## src/rtl/opr_micro_unit.sv

```systemverilog
module opr_micro_unit #(
  parameter int DW = 12
) (
  input  logic          clk,
  input  logic          rst_n,
  input  logic          valid_i,
  input  logic [11:0]   instr_i,
  input  logic [DW-1:0] ac_i,
  input  logic          link_i,
  output logic [DW-1:0] ac_o,
  output logic          link_o
);
  localparam int HALF = DW / 2;

  logic          hit;
  logic [DW-1:0] a_clr, a_cmp;
  logic          l_clr, l_cmp;
  logic [DW:0]   ring_inc, ring_out;

  assign hit   = valid_i && (instr_i[11:9] == 3'b111) && !instr_i[8];

  assign a_clr = instr_i[7] ? '0 : ac_i;
  assign l_clr = instr_i[6] ? 1'b0 : link_i;
  assign a_cmp = instr_i[5] ? ~a_clr : a_clr;
  assign l_cmp = l_clr ^ instr_i[4];
  assign ring_inc = {l_cmp, a_cmp} + {{DW{1'b0}}, instr_i[0]};

  always_comb begin
    case (instr_i[3:1])
      3'b100:  ring_out = {ring_inc[0], ring_inc[DW:1]};
      3'b101:  ring_out = {ring_inc[1:0], ring_inc[DW:2]};
      3'b010:  ring_out = {ring_inc[DW-1:0], ring_inc[DW]};
      3'b011:  ring_out = {ring_inc[DW-2:0], ring_inc[DW:DW-1]};
      3'b001:  ring_out = {ring_inc[DW], ring_inc[HALF-1:0], ring_inc[DW-1:HALF]};
      default: ring_out = ring_inc;
    endcase
  end

  always_ff @(posedge clk) begin
    if (!rst_n)       {link_o, ac_o} <= '0;
    else if (hit)     {link_o, ac_o} <= ring_out;
    else if (valid_i) {link_o, ac_o} <= {link_i, ac_i};
  end
endmodule

```

## config.mk

```make
export PLATFORM = sky130hd
export DESIGN_NAME = opr_micro_unit
export DESIGN_NICKNAME = d
export VERILOG_FILES = /design/src/rtl/opr_micro_unit.sv
export SDC_FILE = /design/constraint.sdc
export NUM_CORES = 1
export LEC_CHECK = 0
export ABC_AREA = 0
export BUFFER_PORTS_ARGS = -buffer_cell sky130_fd_sc_hd__buf_2
export CORE_MARGIN = 2
export CORE_UTILIZATION = 50
export CTS_CLUSTER_SIZE = 28
export DETAILED_ROUTE_END_ITERATION = 16
export GPL_TIMING_DRIVEN = 0
export MAX_ROUTING_LAYER = met4
export PLACE_DENSITY = 0.79
export SLEW_MARGIN = 15
export SYNTH_ARGS = -nofsm -noshare
export SYNTH_HDL_FRONTEND = slang
export SYNTH_SLANG_ARGS = --single-unit
```

## constraint.sdc

```tcl
create_clock -name clk -period 3.7 [get_ports clk]
set_clock_uncertainty 0.2 [all_clocks]
set_input_delay 0.74 -clock clk [delete_from_list [all_inputs] [get_ports clk]]
set_output_delay 0.74 -clock clk [all_outputs]
set_load 0.02 [all_outputs]
```

==> impl_metrics.ini, run 1 <==
[floorplan]
start_util_pct = 52.6
chipWidth_um = 69.4
dieArea_mm2 = 0.00481
ios = 41
rows = 23
die_y_um = 69.4
coreArea_mm2 = 0.00406

[timing]
relSlewSlack_pct = 41.9
worst_pin_slew_ps = 864
rsz0062_at_grt = no
fin_crit_sh_pct = 91.8
slew_violations = 0
setup_slack_ps = 305
fin_tns_setup_ps = 0
max_clock_freq_mhz = 295
setup_viol_count_final = 0
fin_crit_ps = 3400
hold_viol = 0

[layout]
antennaDiodeCount = 0
drive_gt1_share_pct = 25.7
final_area_mm2 = 0.00244
fin_util_pct = 60.1
final_common_cell = buf_2
mostFrequentLayoutCells = buf_2, a21oi_1, nand2_1, o21ai_0, nor2_1
areaGrowthSynthToFinish_pct = 14.1
fin_nets = 363

[clocking]
cts_inserted_buffers = 3
clkTransAtPathRegs_ps = 70
insertion_delay_ps = 260
cts_root_buffer = clkbuf_8
clockBufferDepth = 2
ctsResizeCount = 0
cts_tree = yes
cts.sinks = 13
post_cts_buffers = 0
cts_hold_buf = 0
h-tree-depth = 1

[critical_path]
startpoint = instr_i[7]
cp-endpoint = ac_o[1]$_SDFFE_PN0P_
r2r_cells = 3
cp_max_fo = 10
crit_arrival_ps = 3390
critPathLaunchType = input port
critical_path_class = input port to register
r2r_setup_slack_ps = 2520
worst_setup_path_end_kind = register
regToRegEndpoint = ac_o[8]$_SDFFE_PN0P_
required_ps = 3690
worst_r2r_startpoint = ac_o[8]$_SDFFE_PN0P_

[detailed_routing]
wire_per_inst_um = 19.7
post-route-drc-count = 0
drt_iter0_drc = 226
first_pass_iters = 5
dr_total_vias = 2567
routed_wl_um = 7510
via_per_inst = 6.74
ant_nets = 0

[min_path]
worstHoldPathType = register to register

[power_and_ir_drop]
leakage_nw = 0.928
p_sw_share_pct = 44.2
p_int_mw = 0.336
pwr-share-seq_pct = 25.7
clock_power_share_pct = 24.1
finalPower_mw = 0.602
p_sw_mw = 0.266
power_density_mw_per_mm2 = 247
peakVddDrop_mv = 0.160
p_comb_share_pct = 50.2

[placement]
post-place-ws_ps = -155
placed_cell_area_mm2 = 0.00238
io_buffers = 37
place_hpwl_um = 5680
gp_congestion = 1.01

[global_route]
grt_usage_pct = 32.0
grt_max_degree = 11
grt-ovfl-total = 0
grt_antenna_before_repair = 0
grt_pass1_wl_um = 12100
first_global_vias = 2382

[run_status]
status = complete, no violations

[logic_synthesis]
netlist.top_cell.by_area = dfxtp_1
ys_seq_area_share_pct = 12.2
ys_types = 71
synth_edf_count = 0
yosys_register_bits = 13
yosysWarnings = 0
synth_top_area_share_pct = 12.2
synthCells = 290
synth_area_mm2 = 0.00214
synth_nets = 321
synthFlopType = dfxtp_1
netlist_top_cells_area = dfxtp_1, a21oi_1, o21ai_0
syn_avg_cell_area_um2 = 7.36
postSynth.asyncResetShare_pct = 0

[flow_run]
drv_cap = 0
[power by group through the flow]
stage / Clock, mW / Combinational, mW / Sequential (mW)
after CTS: 0.142 / 0.291 / 0.155
after global placement: 0 / 0.290 / 0.157
after detailed placement: 0 / 0.290 / 0.158
after global routing: 0.146 / 0.322 / 0.156
after floorplan: 0 / 0.189 / 0.170
final: 0.145 / 0.302 / 0.155
[routing by layer]
metal | global-route usage [%] | wire length [um]
met3 | 5.23 | 696
met4 | 10.5 | 277
met1 | 40.8 | 3070
met5 | - | 0
met2 | 51.5 | 3470
[sequential cells by signal, indices dropped and copies added (netlist names)]
name / count
ac_o: 12
link_o: 1
[how the worst min path moves through the flow]
stage                               from              endpoint  slack [ps]  cells after the start
floorplan           ac_o[9]$_SDFFE_PN0P_  ac_o[9]$_SDFFE_PN0P_         420                      2
global placement    ac_o[2]$_SDFFE_PN0P_  ac_o[2]$_SDFFE_PN0P_         370                      2
CTS                 ac_o[2]$_SDFFE_PN0P_  ac_o[2]$_SDFFE_PN0P_         400                      2
finish              ac_o[2]$_SDFFE_PN0P_  ac_o[2]$_SDFFE_PN0P_         400                      2
global route        ac_o[9]$_SDFFE_PN0P_  ac_o[9]$_SDFFE_PN0P_         440                      2
detailed placement  ac_o[2]$_SDFFE_PN0P_  ac_o[2]$_SDFFE_PN0P_         380                      2
[logic make-up (layout without fill, tap and decap cells)]
logic type / Yosys count / in the layout / share of synthesized area (%)
compound gates: 112 / 112 / 37.4
xor+xnor: 18 / 18 / 8.09
fa+ha+maj: 3 / 3 / 1.76
buf+inv: 32 / 73 / 7.85
flops: 13 / 13 / 12.2
mux: 9 / 9 / 4.39
simple gates: 103 / 103 / 28.3
[worst max-delay path: stages]
cell	delay [ps]
buf_2	100
buf_4	160
clkbuf_2	200
nor2b_1	170
xnor2_1	100
ha_1	270
inv_1	280
a21oi_1	120
nand3_1	90
nand3_1	280
a2111oi_0	590
a21oi_1	110
a31oi_1	170
[through the flow]
step / hold WS [ps] / instances
floorplan: 419 / 290
global placement: 370 / 377
detailed placement: 383 / 377
CTS: 399 / 381
global route: 439 / 381
finish: 396 / 381
[cell type report]
cell class                 count  area [um^2]
inverter                       9         33.8
timing repair buffer          37          185
sequential                    13          260
tap                           50         62.6
multi-input combinational    245         1720
fill                         380         1620
buffer                        23          135
clock buffer                   4         45.0
[Yosys cell counts (3+ instances only)]
cell type and n:
xnor2_1 13, a221o_1 3, mux2i_1 6, nand2_1 24, inv_1 8, o22ai_1 5
a221oi_1 5, nand3_1 10, clkbuf_1 9, xor2_1 3, nor2b_1 8, o21ai_0 24
buf_2 6, mux2_2 3, nor2_1 22, a31oi_1 7, o221ai_1 4, nand2b_1 8
nor3_1 5, ha_1 3, o21ai_1 3, o211ai_1 6, buf_4 3, a211oi_2 4
a21oi_1 26, buf_6 3, a21boi_0 3, dfxtp_1 13, nand4_1 3
(Power assumes the default switching activity.)
==> run 2: changes to the inputs <==
--- a/config.mk
+++ b/config.mk
@@ -7,13 +7,16 @@
 export LEC_CHECK = 0
 export ABC_AREA = 0
 export BUFFER_PORTS_ARGS = -buffer_cell sky130_fd_sc_hd__buf_2
+export CELL_PAD_IN_SITES_DETAIL_PLACEMENT = 0
+export CELL_PAD_IN_SITES_GLOBAL_PLACEMENT = 1
 export CORE_MARGIN = 2
-export CORE_UTILIZATION = 50
+export CORE_UTILIZATION = 41
 export CTS_CLUSTER_SIZE = 28
 export DETAILED_ROUTE_END_ITERATION = 16
 export GPL_TIMING_DRIVEN = 0
 export MAX_ROUTING_LAYER = met4
-export PLACE_DENSITY = 0.79
+export PLACE_DENSITY = 0.88
+export SKIP_CTS_REPAIR_TIMING = 1
 export SLEW_MARGIN = 15
 export SYNTH_ARGS = -nofsm -noshare
 export SYNTH_HDL_FRONTEND = slang
==> impl_metrics.ini, run 2 (synthesized netlist as in run 1, its figures left out) <==
[floorplan]
die_y_um = 76.2
ios = 41
rows = 26
dieArea_mm2 = 0.00580
chipWidth_um = 76.2
start_util_pct = 42.1
coreArea_mm2 = 0.00507

[detailed_routing]
ant_nets = 0
via_per_inst = 6.38
routed_wl_um = 7530
drt_iter0_drc = 224
first_pass_iters = 5
wire_per_inst_um = 18.8
post-route-drc-count = 0
dr_total_vias = 2559

[global_route]
grt_pass1_wl_um = 12100
first_global_vias = 2363
grt_max_degree = 11
grt_antenna_before_repair = 0
grt_usage_pct = 26.5
grt-ovfl-total = 0

[timing]
relSlewSlack_pct = 41.1
slew_violations = 0
rsz0062_at_grt = no
fin_crit_sh_pct = 92.4
hold_viol = 0
setup_viol_count_final = 0
worst_pin_slew_ps = 876
fin_crit_ps = 3420
max_clock_freq_mhz = 293

[layout]
fillCellCount = 559
regArea_um2 = 260
fin_util_pct = 48.5
final_common_cell = buf_2
fin_nets = 363
drive_gt1_share_pct = 25.7
areaGrowthSynthToFinish_pct = 15.3
mostFrequentLayoutCells = buf_2, a21oi_1, nand2_1, o21ai_0, nor2_1
multi_input_area_mm2 = 0.00172
antennaDiodeCount = 0
largest_reg_flops = 12
final_cells = 401

[clocking]
cts.sinks = 13
clockBufferDepth = 2
cts_tree = yes
cts_inserted_buffers = 3
insertion_delay_ps = 250
clkTransAtPathRegs_ps = 60
cts_root_buffer = clkbuf_8
h-tree-depth = 1

[critical_path]
crit_slowest_cell = a2111oi_0
cp_max_fo = 10
critPathLaunchType = input port
critPathMaxStageDelay_ps = 450
required_ps = 3680
crit_arrival_ps = 3400
worst_setup_path_end_kind = register
crit_chain = buf_2 > buf_2 > or2b_2 > xnor2_2 > inv_1 > ha_1 > xnor2_1 > xnor2_2 > o22ai_1 > a2111oi_0 > a21oi_1 > a31oi_1
critical_path_class = input port to register

[power_and_ir_drop]
peakVddDrop_mv = 0.131
power_density_mw_per_mm2 = 241
leakage_nw = 0.928

[min_path]
worstHoldPathType = register to register

[placement]
dp_cells = 397
gp_congestion = 0.971
io_buffers = 37
place_hpwl_um = 5750

[run_status]
status = complete, no violations

[flow_run]
drv_cap = 0
==> run 2: stage by stage <==
stage | hold slack (ps) | worst slack (ps) | setup TNS (ps) | cell area (um^2) | power, mW
6_report | 381 | 282 | 0 | 2460 | 0.593
3_3_place_gp | 354 | -70.4 | -233 | 2410 | 0.450
3_5_place_dp | 376 | -133 | -360 | 2410 | 0.450
5_1_grt | 411 | 20.2 | 0 | 2460 | 0.629
2_1_floorplan | 419 | 515 | 0 | 2140 | 0.359
4_1_cts | 389 | 112 | 0 | 2450 | 0.583
==> run 2: routing by layer <==
layer	vias up	wire, um	global-route usage, %
met1	1194	3110	33.6
met2	158	3520	42.3
li1	1171	-	-
met5	-	0	-
met3	36	669	4.15
met4	0	220	10.5
==> run 2: path summary, 6_finish.rpt <==
kind / from / endpoint / cells after the start / slack [ps]
worst max register to register: ac_o[3]$_SDFFE_PN0P_ / ac_o[3]$_SDFFE_PN0P_ / 3 / 2380
worst min-delay path: ac_o[2]$_SDFFE_PN0P_ / ac_o[2]$_SDFFE_PN0P_ / 2 / 380
worst min register to register: ac_o[2]$_SDFFE_PN0P_ / ac_o[2]$_SDFFE_PN0P_ / 2 / 380
worst max-delay path: ac_i[1] / ac_o[1]$_SDFFE_PN0P_ / 12 / 280
==> run 2: area by class of cell <==
class                      instances  area share [%]
inverter                           9            1.37
clock buffer                       4            1.83
buffer                            23            5.49
multi-input combinational        245            69.7
tap                               70            3.56
timing repair buffer              37            7.52
sequential                        13            10.6
==> run 2: critical path: cells and delay by family <==
kind | cells | cell delay [ps]
simple gates | 1 | 340
fa+ha+maj | 1 | 240
xor+xnor | 3 | 780
buf+inv | 3 | 410
compound gates | 4 | 880
==> run 2: power by group <==
group          internal [mW]  switching, mW
clock network         0.0763         0.0571
registers              0.150        0.00463
logic                  0.109          0.195
